--- src/rtl/awd_pkg.sv ---
package awd_pkg;
  // Result and slot widths; the split fields derive from these
  parameter int unsigned RES_W   = 10;
  parameter int unsigned N_SLOTS = 10;
  localparam int unsigned SLOT_W = $clog2(N_SLOTS + 6);

  // Byte offsets within the register window (base must be 8-aligned)
  localparam logic [2:0] OFS_HI_BND_MSB = 3'd0;
  localparam logic [2:0] OFS_HI_BND_LSB = 3'd1;
  localparam logic [2:0] OFS_LO_BND_MSB = 3'd2;
  localparam logic [2:0] OFS_LO_BND_LSB = 3'd3;
  localparam logic [2:0] OFS_FLAG_UP    = 3'd4;
  localparam logic [2:0] OFS_FLAG_DN    = 3'd5;
  localparam logic [2:0] OFS_WATCH_UP   = 3'd6;
  localparam logic [2:0] OFS_WATCH_DN   = 3'd7;
endpackage

--- src/rtl/awd_regfile.sv ---
module awd_regfile
  import awd_pkg::*;
#(
  parameter int unsigned W     = RES_W,
  parameter int unsigned S     = N_SLOTS,
  parameter logic [7:0]  BASE  = 8'h28
) (
  input  logic         clk,
  input  logic         rst_n,
  input  logic         wr,
  input  logic [7:0]   addr,
  input  logic [7:0]   wdata,
  input  logic [S-1:0] flags,
  output logic [W-1:0] hi_bnd,
  output logic [W-1:0] lo_bnd,
  output logic [S-1:0] watch,
  output logic [S-1:0] clr_mask,
  output logic [7:0]   rdata
);
  localparam int unsigned BL = W - 8;  // bound bits held in the LSB byte
  localparam int unsigned SU = S - 8;  // slot bits held in the upper byte

  logic         in_win;
  logic [2:0]   ofs;
  logic         wr_hit;
  logic [W-1:0] hi_d, lo_d;
  logic [S-1:0] watch_d;

  assign in_win = (addr[7:3] == BASE[7:3]);
  assign ofs    = addr[2:0];
  assign wr_hit = wr && in_win;

  // Next-state for the software-owned fields
  always_comb begin
    hi_d    = hi_bnd;
    lo_d    = lo_bnd;
    watch_d = watch;
    case (ofs)
      OFS_HI_BND_MSB: hi_d[W-1:BL]    = wdata;
      OFS_HI_BND_LSB: hi_d[BL-1:0]    = wdata[BL-1:0];
      OFS_LO_BND_MSB: lo_d[W-1:BL]    = wdata;
      OFS_LO_BND_LSB: lo_d[BL-1:0]    = wdata[BL-1:0];
      OFS_WATCH_UP:   watch_d[S-1:8]  = wdata[SU-1:0];
      OFS_WATCH_DN:   watch_d[7:0]    = wdata;
      default: ;
    endcase
  end

  always_ff @(posedge clk or negedge rst_n) begin
    if (!rst_n) begin
      hi_bnd <= '1;
      lo_bnd <= '0;
      watch  <= '0;
    end else if (wr_hit) begin
      hi_bnd <= hi_d;
      lo_bnd <= lo_d;
      watch  <= watch_d;
    end
  end

  // Write-zero-to-clear decode for the flag bytes
  always_comb begin
    clr_mask = '0;
    if (wr_hit && ofs == OFS_FLAG_UP) clr_mask[S-1:8] = ~wdata[SU-1:0];
    if (wr_hit && ofs == OFS_FLAG_DN) clr_mask[7:0]   = ~wdata;
  end

  always_comb begin
    rdata = '0;
    if (in_win) begin
      case (ofs)
        OFS_HI_BND_MSB: rdata = hi_bnd[W-1:BL];
        OFS_HI_BND_LSB: rdata = {{(8-BL){1'b0}}, hi_bnd[BL-1:0]};
        OFS_LO_BND_MSB: rdata = lo_bnd[W-1:BL];
        OFS_LO_BND_LSB: rdata = {{(8-BL){1'b0}}, lo_bnd[BL-1:0]};
        OFS_FLAG_UP:    rdata = {{(8-SU){1'b0}}, flags[S-1:8]};
        OFS_FLAG_DN:    rdata = flags[7:0];
        OFS_WATCH_UP:   rdata = {{(8-SU){1'b0}}, watch[S-1:8]};
        default:        rdata = watch[7:0];
      endcase
    end
  end

  // reserved bits of the narrow bytes never read as 1
  assert_reserved_zero_R3: assert property (@(posedge clk) disable iff (!rst_n)
    (in_win && (ofs == OFS_HI_BND_LSB || ofs == OFS_LO_BND_LSB ||
                ofs == OFS_FLAG_UP || ofs == OFS_WATCH_UP)) |-> (rdata[7:2] == 6'd0));
endmodule

--- src/rtl/awd_compare.sv ---
module awd_compare
  import awd_pkg::*;
#(
  parameter int unsigned W  = RES_W,
  parameter int unsigned S  = N_SLOTS,
  parameter int unsigned SW = SLOT_W
) (
  input  logic [W-1:0]  hi_bnd,
  input  logic [W-1:0]  lo_bnd,
  input  logic [S-1:0]  watch,
  input  logic          valid,
  input  logic [SW-1:0] slot,
  input  logic [W-1:0]  value,
  input  logic          m_buf,
  input  logic          m_cont,
  input  logic          m_scan,
  output logic [S-1:0]  set_vec
);
  logic mode_ok;
  logic outside;

  assign mode_ok = (m_buf && m_cont) || m_scan;
  assign outside = (value > hi_bnd) || (value < lo_bnd);

  for (genvar g = 0; g < S; g++) begin : g_slot
    assign set_vec[g] = valid && mode_ok && outside && watch[g] &&
                        (slot == SW'(g));
  end
endmodule

--- src/rtl/awd_status.sv ---
module awd_status #(
  parameter int unsigned S = 10
) (
  input  logic         clk,
  input  logic         rst_n,
  input  logic [S-1:0] set_vec,
  input  logic [S-1:0] clr_mask,
  output logic [S-1:0] flags
);
  logic [S-1:0] flags_d;
  logic         upd;

  assign upd     = (|set_vec) || (|clr_mask);
  assign flags_d = (flags & ~clr_mask) | set_vec;

  always_ff @(posedge clk or negedge rst_n) begin
    if (!rst_n)   flags <= '0;
    else if (upd) flags <= flags_d;
  end

  // every requested set lands, whatever clear comes with it
  assert_set_wins_R9: assert property (@(posedge clk) disable iff (!rst_n)
    (|set_vec) |=> ((flags & $past(set_vec)) == $past(set_vec)));
  // a set flag with no clear request stays set
  assert_sticky_R11: assert property (@(posedge clk) disable iff (!rst_n)
    (|(flags & ~clr_mask)) |=> ((flags & $past(flags & ~clr_mask)) == $past(flags & ~clr_mask)));
  // a cleared flag with no set request drops
  assert_clear_R8: assert property (@(posedge clk) disable iff (!rst_n)
    (|(clr_mask & ~set_vec)) |=> ((flags & $past(clr_mask & ~set_vec)) == '0));
endmodule

--- src/rtl/awd_window_top.sv ---
module awd_window_top
  import awd_pkg::*;
#(
  parameter logic [7:0] BASE = 8'h28
) (
  input  logic              clk,
  input  logic              rst_n,
  input  logic              reg_wr,
  input  logic [7:0]        reg_addr,
  input  logic [7:0]        reg_wdata,
  output logic [7:0]        reg_rdata,
  input  logic              res_valid,
  input  logic [SLOT_W-1:0] res_slot,
  input  logic [RES_W-1:0]  res_value,
  input  logic              mode_buf,
  input  logic              mode_cont,
  input  logic              mode_scan,
  output logic              irq
);
  logic [RES_W-1:0]   hi_bnd, lo_bnd;
  logic [N_SLOTS-1:0] watch, clr_mask, set_vec, flags;

  awd_regfile #(.W(RES_W), .S(N_SLOTS), .BASE(BASE)) u_regs (
    .clk(clk), .rst_n(rst_n), .wr(reg_wr), .addr(reg_addr), .wdata(reg_wdata),
    .flags(flags), .hi_bnd(hi_bnd), .lo_bnd(lo_bnd), .watch(watch),
    .clr_mask(clr_mask), .rdata(reg_rdata)
  );

  awd_compare #(.W(RES_W), .S(N_SLOTS), .SW(SLOT_W)) u_cmp (
    .hi_bnd(hi_bnd), .lo_bnd(lo_bnd), .watch(watch), .valid(res_valid),
    .slot(res_slot), .value(res_value), .m_buf(mode_buf), .m_cont(mode_cont),
    .m_scan(mode_scan), .set_vec(set_vec)
  );

  awd_status #(.S(N_SLOTS)) u_stat (
    .clk(clk), .rst_n(rst_n), .set_vec(set_vec), .clr_mask(clr_mask), .flags(flags)
  );

  assign irq = |flags;

  // unqualified or out-of-range results raise nothing
  assert_unqualified_quiet_R7: assert property (@(posedge clk) disable iff (!rst_n)
    (!res_valid || (res_slot >= SLOT_W'(N_SLOTS)) ||
     !((mode_buf && mode_cont) || mode_scan)) |=> ((flags & ~$past(flags)) == '0));
  // a newly raised flag belongs to an enabled slot
  assert_only_watched_R6: assert property (@(posedge clk) disable iff (!rst_n)
    1'b1 |=> ((flags & ~$past(flags) & ~$past(watch)) == '0));
  // results inside or on the bounds raise nothing
  assert_inclusive_window_R5: assert property (@(posedge clk) disable iff (!rst_n)
    (res_value <= hi_bnd && res_value >= lo_bnd) |=> ((flags & ~$past(flags)) == '0));
endmodule

--- config.mk ---
export PLATFORM = sky130hd
export DESIGN_NAME = awd_window_top
export DESIGN_NICKNAME = d
export VERILOG_FILES = /design/src/rtl/awd_pkg.sv /design/src/rtl/awd_regfile.sv /design/src/rtl/awd_compare.sv /design/src/rtl/awd_status.sv /design/src/rtl/awd_window_top.sv
export SDC_FILE = /design/constraint.sdc
export NUM_CORES = 1
export LEC_CHECK = 0
export BUFFER_PORTS_ARGS = -buffer_cell sky130_fd_sc_hd__buf_2
export CORE_UTILIZATION = 40
export CTS_CLUSTER_DIAMETER = 60
export DETAILED_ROUTE_END_ITERATION = 10
export HOLD_SLACK_MARGIN = 0.03
export PLACE_DENSITY_LB_ADDON = 0.25
export RECOVER_POWER = 100
export SKIP_CTS_REPAIR_TIMING = 1
export SYNTH_ARGS = -nofsm -noshare
export SYNTH_HDL_FRONTEND = slang
export SYNTH_HIERARCHICAL = 1
export SYNTH_SLANG_ARGS = --single-unit
export TNS_END_PERCENT = 5
--- constraint.sdc ---
create_clock -name clk -period 3.55 [get_ports clk]
set_clock_uncertainty 0.2 [all_clocks]
set_input_delay 0 -clock clk [delete_from_list [all_inputs] [get_ports clk]]
set_output_delay 0 -clock clk [all_outputs]
set_load 0.01 [all_outputs]
==> Implementation_results.wiki, run 1 <==
{| class="wikitable"
! Metric !! Value
|-
| Fin. Hold Viols || 2
|-
| Endpoint of the worst register-to-register path || u_stat/flags[1]$_DFFE_PN0P_
|-
| Most used flip-flop cell after synthesis || sky130_fd_sc_hd__dfrtp_1
|-
| Footprint of the multi-input gates || 1570 um^2
|-
| Switching Share || 25.14%
|-
| Die Span X || 85.37 um
|-
| Instance count along the most critical hold path || 5
|-
| Inserted Clock Buffers || 5
|-
| Register share of total power || 45.9%
|-
| Post-layout power || 1.083 mW
|-
| Count of flip-flops with a built-in enable after synthesis || 0
|-
| # diodes || 0
|-
| Filler cells || 659
|-
| Final worst hold slack || -1.428 ps
|-
| Failing checks || hold timing, capacitance limit, slew limit
|-
| Total number of H-tree levels || 2
|-
| Buffer cell driving the clock tree root || sky130_fd_sc_hd__clkbuf_8
|-
| Reg clk slew, reported paths || 70 ps
|-
| Clock network latency to the later pin of the worst-skew pair || 290 ps
|-
| DRC errors left || 0
|-
| Peak Freq || 372.0 MHz
|-
| Cell count of the worst reg-to-reg path || 8
|-
| Detailed-route via count || 2,234
|-
| Arrival time at the worst endpoint || 2660 ps
|-
| Dominant cells by area after synthesis || sky130_fd_sc_hd__dfrtp_1 27%, sky130_fd_sc_hd__mux2_2 12%, sky130_fd_sc_hd__dfstp_2 9.5%
|-
| Area leader, netlist || sky130_fd_sc_hd__dfrtp_1
|-
| Pin slew with the least headroom to its limit || 2100 ps
|-
| Final design utilization || 48.44%
|-
| Share of synthesized registers carrying an async set or reset || 100.0%
|-
| Layout cells sized above 1 || 28.61%
|-
| Data required time at the worst endpoint || 3520 ps
|-
| Quantity of I/O buffers inserted on ports || 45
|-
| Max-cap check violation count || 1
|-
| Critical-path maximum fanout || 28
|-
| Final wirelength || 6593 um
|-
| Worst setup slack before clock tree synthesis || 1415 ps
|-
| Post-DP Area || 3065 um^2
|-
| Wirelength per Cell || 16.00 um
|-
| Worst min path class || in -> reg
|-
| Cell area after synthesis || 2780 um^2
|-
| YS warnings || 6
|-
| Final Setup Violations || 0
|-
| Initial standard-cell utilization of the core || 41.15%
|-
| Critical Path Start || reg_addr[1]
|-
| Sequential-to-total area share from yosys stat || 36.45%
|-
| Antenna violation net count after detailed routing || 0
|-
| Number of search-and-repair iterations in the first detailed-routing pass || 4
|-
| Power Internal || 0.8105 mW
|-
| Most used standard cells in the synthesized netlist || 30 x sky130_fd_sc_hd__dfrtp_1, 30 x sky130_fd_sc_hd__inv_1, 30 x sky130_fd_sc_hd__mux2_2, 21 x sky130_fd_sc_hd__nor2_1
|-
| Worst reg2reg setup slack || 900 ps
|-
| Max Transition Viols Final || 41
|-
| Final-layout setup total negative slack || 0 ps
|-
| Unrepaired setup endpoints after global routing || no
|-
| Core Box Area || 6756 um^2
|-
| Syn_nets || 328
|-
| VDD IR-drop max || 230.0 uV
|-
| RR Startpoint || u_regs/hi_bnd[5]$_DFFE_PN1P_
|-
| Remaining max-slew budget at the tightest pin || -40.02%
|-
| Post-layout minimum cycle time || 2688 ps
|-
| Total of flip-flops plus latches after synthesis || 40
|-
| Kind of end point of the critical path || flop
|-
| Iter 0 DRT Violations || 176
|-
| Worst setup slack after layout || 862.0 ps
|-
| Total grt overflow || 0
|-
| CTS sink count || 40
|-
| Register area || 1013 um^2
|-
| Static Leakage || 1.583 nW
|-
| Routability-driven placement congestion ratio || 0.7829
|-
| PwrDens || 330.8 nW/um^2
|-
| DP Wirelength || 4987 um
|-
| Wire length of the first global-routing pass || 10,540 um
|-
| Mean Syn Cell Area || 10.22 um^2
|-
| Number of placement rows || 30
|-
| Startpoint-to-endpoint class of the critical path || in -> reg
|-
| Final Cycle Share || 75.72%
|-
| Layout area overhead || 17.73%
|-
| Clock tree from TritonCTS || done
|-
| Clock tree buffer depth || 2
|-
| Antenna violations before repair || 0
|-
| Count of distinct cell types in the synthesized netlist || 49
|-
| Post-detailed-route via-to-cell ratio || 5.422
|-
| Outcome || finished with violations
|-
| Kind of start point of the critical path || input port
|-
| Fraction of power consumed by combinational cells || 17.2%
|-
| Final cell area excluding filler cells || 3273 um^2
|-
| Share of the synthesized area in the top cell type || 27.00%
|-
| Total Nets Final || 387
|-
| Total global-route track usage || 18.60%
|-
| Via count of the first global-routing pass || 2,126
|-
| Switching component of the power || 0.2722 mW
|-
| Maximum number of pins on one net before global-route repair || 41
|-
| Top Ports || 46
|-
| Die height || 85.37 um
|-
| Worst setup endpoint || u_regs/watch[3]$_DFFE_PN0P_
|-
| Part of the total power dissipated in the clock network || 37.0%
|-
| Cells after Synth || 272
|-
| Area of the die || 7288 um^2
|}
layout make-up:
cell class,count,share of cell area [%]
inverter,30,3.440
sequential,40,30.96
tap,80,3.058
timing repair buffer,59,10.70
multi-input combinational,195,47.97
clock inverter,1,0.9174
clock buffer,7,2.943
registers in the layout, indices dropped and copies added, names as in the netlist:
name,cells
u_stat/flags,10
u_regs/watch,10
u_regs/hi_bnd,10
u_regs/lo_bnd,10
layer usage:
metal | share of wire [%] | vias up | global-route usage [%]
met3 | 3.7 | 6 | 3.016
met1 | 47 | 1081 | 25.06
met4 | 0.85 | 0 | 4.545
met5 | 0 | - | 0
li1 | - | 1097 | -
met2 | 49 | 50 | 31.38
cells in the final DEF, fill, tap and decap left out, types with 2 or more instances in the layout:
| cell | synthesis | layout |
|---|---|---|
| sky130_fd_sc_hd__nand2_1 | 8 | 8 |
| sky130_fd_sc_hd__a31oi_1 | 2 | 2 |
| sky130_fd_sc_hd__nand3_1 | 16 | 17 |
| sky130_fd_sc_hd__a21oi_1 | 19 | 19 |
| sky130_fd_sc_hd__a21o_1 | 12 | 12 |
| sky130_fd_sc_hd__nor3b_1 | 2 | 2 |
| sky130_fd_sc_hd__o21ai_0 | 5 | 5 |
| sky130_fd_sc_hd__clkbuf_8 | 0 | 7 |
| sky130_fd_sc_hd__nor2b_1 | 5 | 5 |
| sky130_fd_sc_hd__clkbuf_1 | 2 | 12 |
| sky130_fd_sc_hd__dfstp_2 | 10 | 9 |
| sky130_fd_sc_hd__o211a_1 | 6 | 6 |
| sky130_fd_sc_hd__dfrtp_1 | 30 | 30 |
| sky130_fd_sc_hd__o21ai_2 | 2 | 2 |
| sky130_fd_sc_hd__dlygate4sd3_1 | 0 | 14 |
| sky130_fd_sc_hd__nand4_1 | 3 | 4 |
| sky130_fd_sc_hd__nor3_1 | 3 | 3 |
| sky130_fd_sc_hd__mux2_1 | 1 | 2 |
| sky130_fd_sc_hd__inv_1 | 30 | 30 |
| sky130_fd_sc_hd__and2b_1 | 1 | 2 |
| sky130_fd_sc_hd__buf_2 | 2 | 33 |
| sky130_fd_sc_hd__o22ai_1 | 6 | 6 |
| sky130_fd_sc_hd__mux2i_1 | 6 | 6 |
| sky130_fd_sc_hd__nor2_1 | 21 | 21 |
| sky130_fd_sc_hd__ha_1 | 19 | 19 |
| sky130_fd_sc_hd__nand2b_1 | 2 | 2 |
| sky130_fd_sc_hd__nor4_1 | 2 | 2 |
| sky130_fd_sc_hd__mux2_2 | 30 | 30 |
power by group through the flow:
| stage | Combinational, mW | Clock, mW | Sequential [mW] |
|---|---|---|---|
| 2_1_floorplan | 0.114 | 0 | 0.498 |
| 3_3_place_gp | 0.177 | 0 | 0.505 |
| 3_5_place_dp | 0.181 | 0 | 0.505 |
| 4_1_cts | 0.182 | 0.414 | 0.497 |
| 5_1_grt | 0.207 | 0.430 | 0.499 |
| 6_report | 0.186 | 0.400 | 0.497 |
worst max-delay path, stage by stage:
cell and delay (ps):
sky130_fd_sc_hd__clkbuf_1 940, sky130_fd_sc_hd__nand3_2 440, sky130_fd_sc_hd__inv_1 210, sky130_fd_sc_hd__nand3_4 160
sky130_fd_sc_hd__mux2_1 350, sky130_fd_sc_hd__dlygate4sd3_1 550
kinds of logic after synthesis:
kind of cell,after synthesis,synth area share [%]
muxes,38,15.26
DFF,40,36.45
and+or+nand+nor,78,18.27
adders and majority gates,19,8.551
AOI/OAI and AO/OA,60,15.98
buffers and inverters,37,5.491
through the flow:
stage	instances	hold WS, ps
2_1_floorplan	272	-495.6
3_3_place_gp	390	-31.13
3_5_place_dp	390	-23.67
4_1_cts	398	-345.0
5_1_grt	412	31.01
6_report	412	-1.428
how the worst min path moves through the flow:
stage	to	startpoint	slack, ps
5_1_grt	u_stat/flags[2]$_DFFE_PN0P_	res_slot[3]	30
3_5_place_dp	u_regs/lo_bnd[9]$_DFFE_PN0P_	rst_n	-20
6_report	u_stat/flags[7]$_DFFE_PN0P_	res_slot[3]	-1
4_1_cts	u_regs/watch[5]$_DFFE_PN0P_	rst_n	-340
3_3_place_gp	u_regs/lo_bnd[9]$_DFFE_PN0P_	rst_n	-30
2_1_floorplan	u_regs/lo_bnd[0]$_DFFE_PN0P_	rst_n	-500
Note: power is estimated with default switching activity, not from simulation.
==> run 2, diff against run 1 <==
Settings changed: ABC_AREA from default to 1.
Clock period 3.55 ns to 2.35 ns, I/O delays scaled along.
==> run 2 against run 1 <==
Net effect:
- the flow finishes with violations (hold timing)
- final area up 4.4%
- sequential share of layout area down 1.3 points
- area after synthesis up 5.0%
- critical path depth up 3
- clock-buffer cell count unchanged
- sequential power up 51%
- total power up 34%
- synthesized cell count up 59%
- wire length up 8.5%
- utilization up 1.0 points
- highest routed layer unchanged
==> Implementation_results.wiki, run 2 <==
{| class="wikitable"
! Metric !! Value
|-
| Share of the synthesized area in the top cell type || 25.72%
|-
| Number of instances in the placed design || 563
|-
| Post-layout minimum cycle time || 2293 ps
|-
| Area of the die || 7643 um^2
|-
| DRC errors left || 0
|-
| Maximum number of pins on one net before global-route repair || 41
|-
| Dominant cells by area after synthesis || sky130_fd_sc_hd__dfrtp_1 26%, sky130_fd_sc_hd__nand2_1 17%, sky130_fd_sc_hd__dfstp_2 9.0%
|-
| Top Ports || 46
|-
| Syn_nets || 488
|-
| Share of synthesized registers carrying an async set or reset || 100.0%
|-
| Outcome || finished with violations
|-
| Highest-count cells in the layout ignoring fill and taps || 133 x sky130_fd_sc_hd__nand2_1, 70 x sky130_fd_sc_hd__inv_1, 51 x sky130_fd_sc_hd__nand3_1
|-
| RR Startpoint || u_regs/hi_bnd[5]$_DFFE_PN1P_
|-
| Static Leakage || 1.747 nW
|-
| Most used flip-flop cell after synthesis || sky130_fd_sc_hd__dfrtp_1
|-
| Fin. Hold Viols || 2
|-
| Kind of start point of the critical path || input port
|-
| Sequential-to-total area share from yosys stat || 34.72%
|-
| Max Transition Viols Final || 0
|-
| Peak Freq || 436.1 MHz
|-
| Instance count along the most critical hold path || 5
|-
| Arrival time at the worst endpoint || 2330 ps
|-
| Antenna violations before repair || 0
|-
| CTS sink count || 40
|-
| Most used standard cells in the synthesized netlist || 131 x sky130_fd_sc_hd__nand2_1, 68 x sky130_fd_sc_hd__inv_1, 51 x sky130_fd_sc_hd__nand3_1, 47 x sky130_fd_sc_hd__nor2_1, 30 x sky130_fd_sc_hd__dfrtp_1
|-
| Most frequent cell after synthesis || sky130_fd_sc_hd__nand2_1
|-
| Total number of H-tree levels || 2
|-
| Cell count of the worst reg-to-reg path || 12
|-
| Number of search-and-repair iterations in the first detailed-routing pass || 4
|-
| DP Wirelength || 5371 um
|-
| Inserted Clock Buffers || 5
|-
| Total of flip-flops plus latches after synthesis || 40
|-
| Pin slew with the least headroom to its limit || 1021 ps
|-
| Remaining max-slew budget at the tightest pin || 31.90%
|-
| Kind of end point of the critical path || flop
|-
| Antenna violation net count after detailed routing || 0
|-
| Total Nets Final || 547
|-
| Crit-path max cell delay || 610 ps
|-
| VDD IR-drop max || 291.0 uV
|-
| Mean Syn Cell Area || 6.757 um^2
|-
| Final worst hold slack || -4.087 ps
|-
| Detailed-route via count || 2,855
|-
| Failing checks || hold timing
|-
| Startpoint-to-endpoint class of the critical path || in -> reg
|-
| Count of distinct cell types in the synthesized netlist || 27
|-
| Total global-route track usage || 20.15%
|-
| Final Setup Violations || 0
|-
| Clock tree from TritonCTS || done
|-
| # diodes || 0
|-
| Post-layout power || 1.448 mW
|-
| Worst reg2reg setup slack || 190 ps
|-
| Hold worst-path end || u_regs/lo_bnd[1]$_DFFE_PN0P_
|-
| Buffer cell driving the clock tree root || sky130_fd_sc_hd__clkbuf_8
|-
| Core Box Area || 6907 um^2
|-
| Endpoint of the worst register-to-register path || u_stat/flags[6]$_DFFE_PN0P_
|-
| YS warnings || 6
|-
| Worst hold start || reg_addr[1]
|-
| Count of flip-flops with a built-in enable after synthesis || 0
|-
| Met2 routing resource usage after global routing || 33.88%
|-
| Layout cells sized above 1 || 16.50%
|-
| Most frequent standard cell in the layout excluding fill and tap cells || sky130_fd_sc_hd__nand2_1
|-
| Reg clk slew, reported paths || 80 ps
|-
| Cells after Synth || 432
|-
| Area leader, netlist || sky130_fd_sc_hd__dfrtp_1
|-
| Data required time at the worst endpoint || 2380 ps
|-
| Post-DP Area || 3193 um^2
|-
| Post-detailed-route via-to-cell ratio || 4.864
|-
| Final Cycle Share || 97.57%
|-
| Die Span X || 87.43 um
|-
| Cell mode on critical path || sky130_fd_sc_hd__dlygate4sd3_1
|-
| Via count of the first global-routing pass || 2,529
|-
| GR met3 Demand/Resource || 2.275%
|-
| Final wirelength || 7153 um
|-
| Critical Path Start || res_slot[3]
|-
| Number of placement rows || 30
|-
| Wirelength per Cell || 12.19 um
|-
| Clock network latency to the later pin of the worst-skew pair || 290 ps
|-
| Wire length of the first global-routing pass || 11,880 um
|-
| Non-Filler Instances || 587
|-
| Slowest library cell on the worst path || sky130_fd_sc_hd__dlygate4sd3_1
|-
| GR peak layer || met2
|-
| Met1 track demand over resource || 27.03%
|-
| Initial standard-cell utilization of the core || 42.26%
|-
| Clock tree buffer depth || 2
|-
| PwrDens || 424.0 nW/um^2
|-
| Layout area overhead || 17.02%
|-
| CP cell instances || dlygate4sd3_1 -> clkbuf_2 -> nor2_1 -> dlygate4sd3_1 -> nand3_1 -> dlygate4sd3_1 -> nor2_1 -> inv_1 -> nand2_1
|-
| Critical-path maximum fanout || 3
|-
| Quantity of I/O buffers inserted on ports || 45
|-
| Total grt overflow || 0
|-
| Die height || 87.43 um
|-
| Iter 0 DRT Violations || 210
|-
| Routability-driven placement congestion ratio || 0.8479
|-
| Max-cap check violation count || 0
|-
| Final cell area excluding filler cells || 3416 um^2
|-
| Cell area after synthesis || 2919 um^2
|-
| Worst min path class || in -> reg
|}
run 2: changes by cell type after synthesis, sizes merged, moves of 3 or more:
cell / previous run / this run
a31oi: 3 / 0
nand3: 19 / 52
nand2: 8 / 140
mux2i: 6 / 0
o22ai: 6 / 0
mux2: 32 / 0
a21o: 12 / 1
nor2: 22 / 50
o211a: 6 / 0
nor2b: 5 / 0
inv: 30 / 75
buf: 5 / 11
run 2: final cells by class:
cell class | instances | area, um^2
fillers | 759 | 3491
multi-input cells | 306 | 1523
flip-flops and latches | 40 | 1013
repair buffers | 63 | 399.1
inverters | 75 | 284.0
well taps | 96 | 120.1
clock buffers | 7 | 76.32
run 2: per-layer routing:
metal | part of all wire [%] | up-vias
met1 | 48 | 1321
met5 | 0 | -
met3 | 4.1 | 4
met4 | 0.56 | 0
li1 | - | 1459
met2 | 48 | 71
run 2: how the worst max path moves through the flow:
stage	slack, ps	endpoint
final	60	u_stat/flags[4]$_DFFE_PN0P_
after global routing	-20	u_stat/flags[4]$_DFFE_PN0P_
after CTS	390	u_stat/flags[6]$_DFFE_PN0P_
after detailed placement	400	u_stat/flags[6]$_DFFE_PN0P_
after global placement	430	u_stat/flags[9]$_DFFE_PN0P_
after floorplan	520	u_stat/flags[6]$_DFFE_PN0P_
run 2: where the power goes:
| group | internal [mW] | leakage [nW] | switching [mW] |
|---|---|---|---|
| combinational | 0.104 | 1.19 | 0.164 |
| sequential | 0.724 | 0.518 | 0.0279 |
| clock | 0.205 | 0.0383 | 0.223 |
| total | 1.03 | 1.75 | 0.416 |
run 2: cell families (layout without fill, tap and decap cells):
family                   after synthesis  in the layout  synth area share, %
flip-flops                            40             40                34.72
buffers and inverters                 86            145                12.60
adder cells (fa/ha/maj)               19             19                8.144
AO/OA/AOI/OAI                         33             33                6.472
AND/OR/NAND/NOR                      254            254                38.06
run 2: worst max-delay path: cells and delay by family:
family / cells / cell delay [ps]
and+or+nand+nor: 4 / 430
buffers and inverters: 5 / 1890
run 2: through the flow:
step,utilization [%],setup WS (ps),setup TNS (ps)
after global routing,49.46,-23.00,-23.00
after CTS,47.34,393.8,0
final,49.46,57.05,0
after global placement,46.23,429.6,0
after floorplan,-,520.6,0
after detailed placement,46.23,395.4,0
==> run 3, diff against run 2 <==
Settings changed: RECOVER_POWER 100 to default.
==> run 3 against run 2 <==
Net effect:
- the flow still finishes with violations (hold timing)
- largest power group unchanged
- fmax rose by 0.43%
- global-route usage unchanged
- cell count is the same
==> Implementation_results.wiki, run 3 (synthesized netlist as in run 2, its figures left out) <==
{| class="wikitable"
! Metric !! Value
|-
| Layout area overhead || 17.83%
|-
| Wire length of the first global-routing pass || 11,880 um
|-
| Remaining max-slew budget at the tightest pin || 40.16%
|-
| Final Cycle Share || 97.15%
|-
| Layout cells sized above 1 || 17.92%
|-
| Core Box Area || 6907 um^2
|-
| Total global-route track usage || 20.15%
|-
| Detailed-route via count || 2,831
|-
| Quantity of I/O buffers inserted on ports || 45
|-
| Post-detailed-route via-to-cell ratio || 4.823
|-
| Number of placement rows || 30
|-
| Die height || 87.43 um
|-
| Failing checks || hold timing
|-
| Post-DP Area || 3193 um^2
|-
| Routability-driven placement congestion ratio || 0.8479
|-
| Post-layout minimum cycle time || 2283 ps
|-
| Kind of end point of the critical path || flop
|-
| Reg clk slew, reported paths || 80 ps
|-
| Worst setup slack before clock tree synthesis || 395.4 ps
|-
| Total number of H-tree levels || 2
|-
| Max Transition Viols Final || 0
|-
| Final cell area excluding filler cells || 3440 um^2
|-
| CTS sink count || 40
|-
| # diodes || 0
|-
| PwrDens || 423.2 nW/um^2
|-
| Fin. Hold Viols || 1
|-
| Final Setup Violations || 0
|-
| Buffer cell driving the clock tree root || sky130_fd_sc_hd__clkbuf_8
|-
| Critical-path maximum fanout || 3
|-
| Clock tree buffer depth || 2
|-
| Outcome || finished with violations
|-
| Worst min path class || in -> reg
|-
| Kind of start point of the critical path || input port
|-
| Total grt overflow || 0
|-
| Final design utilization || 49.80%
|-
| DP Wirelength || 5371 um
|-
| Max-cap check violation count || 0
|-
| Total Nets Final || 547
|-
| Wirelength per Cell || 12.18 um
|-
| Clock network latency to the later pin of the worst-skew pair || 290 ps
|-
| Die Span X || 87.43 um
|-
| Worst reg2reg setup slack || 400 ps
|-
| VDD IR-drop max || 291.4 uV
|-
| Number of search-and-repair iterations in the first detailed-routing pass || 4
|-
| Pin slew with the least headroom to its limit || 897.7 ps
|-
| DRC errors left || 0
|-
| Worst setup slack after layout || 66.93 ps
|-
| Arrival time at the worst endpoint || 2320 ps
|-
| Peak Freq || 438.0 MHz
|-
| Data required time at the worst endpoint || 2380 ps
|-
| Initial standard-cell utilization of the core || 42.26%
|-
| Antenna violations before repair || 0
|-
| Highest-count cells in the layout ignoring fill and taps || 131 x sky130_fd_sc_hd__nand2_1, 68 x sky130_fd_sc_hd__inv_1, 51 x sky130_fd_sc_hd__nand3_1
|-
| Area of the die || 7643 um^2
|-
| Final worst hold slack || -2.982 ps
|-
| Maximum number of pins on one net before global-route repair || 41
|-
| Antenna violation net count after detailed routing || 0
|-
| Inserted Clock Buffers || 5
|-
| Top Ports || 46
|-
| Clock tree from TritonCTS || done
|-
| Iter 0 DRT Violations || 214
|-
| Number of instances in the placed design || 563
|-
| Static Leakage || 1.755 nW
|-
| Final wirelength || 7151 um
|-
| Startpoint-to-endpoint class of the critical path || in -> reg
|-
| Non-Filler Instances || 587
|-
| Via count of the first global-routing pass || 2,529
|-
| Most frequent standard cell in the layout excluding fill and tap cells || sky130_fd_sc_hd__nand2_1
|}
-- run 3: cell types whose count changed in the layout (fill, tap and decap cells not counted), moves of 2 or more --
cell,previous run,this run
sky130_fd_sc_hd__buf_2,41,45
sky130_fd_sc_hd__clkbuf_2,4,0
sky130_fd_sc_hd__o21ai_0,7,3
sky130_fd_sc_hd__o21ai_1,4,8
sky130_fd_sc_hd__inv_1,70,68
sky130_fd_sc_hd__inv_2,4,6
sky130_fd_sc_hd__nand2_1,133,131
-- run 3: layout make-up --
cell class	instances	area [um^2]
clock buffer	7	76.32
fill	752	3467
inverter	75	284.0
multi-input combinational	306	1543
sequential	40	1013
tap	96	120.1
timing repair buffer	63	402.9
-- run 3: worst paths after layout --
kind,cells past startpoint,end,startpoint
max,9,u_stat/flags[4]$_DFFE_PN0P_,res_slot[3]
min,4,u_regs/watch[8]$_DFFE_PN0P_,reg_addr[0]
max reg2reg,12,u_stat/flags[6]$_DFFE_PN0P_,u_regs/hi_bnd[5]$_DFFE_PN1P_
min reg2reg,2,u_regs/hi_bnd[8]$_DFFE_PN1P_,u_regs/hi_bnd[8]$_DFFE_PN1P_
max in group asynchronous,2,u_regs/lo_bnd[4]$_DFFE_PN0P_,rst_n
min in group asynchronous,2,u_regs/watch[1]$_DFFE_PN0P_,rst_n
-- run 3: critical path: stages --
cell and delay, ps:
sky130_fd_sc_hd__dlygate4sd3_1 530, sky130_fd_sc_hd__buf_2 130, sky130_fd_sc_hd__nor2_1 190, sky130_fd_sc_hd__dlygate4sd3_1 610, sky130_fd_sc_hd__nand3_1 80, sky130_fd_sc_hd__dlygate4sd3_1 570
sky130_fd_sc_hd__nor2_1 100, sky130_fd_sc_hd__inv_1 50, sky130_fd_sc_hd__nand2_1 50
-- run 3: per-stage QoR --
stage / total power [mW] / setup TNS (ps) / hold WS (ps)
3_5_place_dp: 1.021 / 0 / -22.01
2_1_floorplan: 0.9169 / 0 / -495.6
4_1_cts: 1.451 / 0 / -344.3
6_report: 1.455 / 0 / -2.982
3_3_place_gp: 1.015 / 0 / -17.91
5_1_grt: 1.540 / -10.53 / 35.12
-- run 3: power by group --
part	internal, mW	switching [mW]
Sequential	0.725	0.0278
Combinational	0.107	0.166
Clock	0.205	0.225
-- run 3: layer usage --
metal,global-route usage (%),part of all wire (%),vias up
li1,-,-,1463
met1,27.03,48,1315
met2,33.88,48,49
met3,2.275,3.6,4
met4,6.408,0.66,0
met5,0,0,-
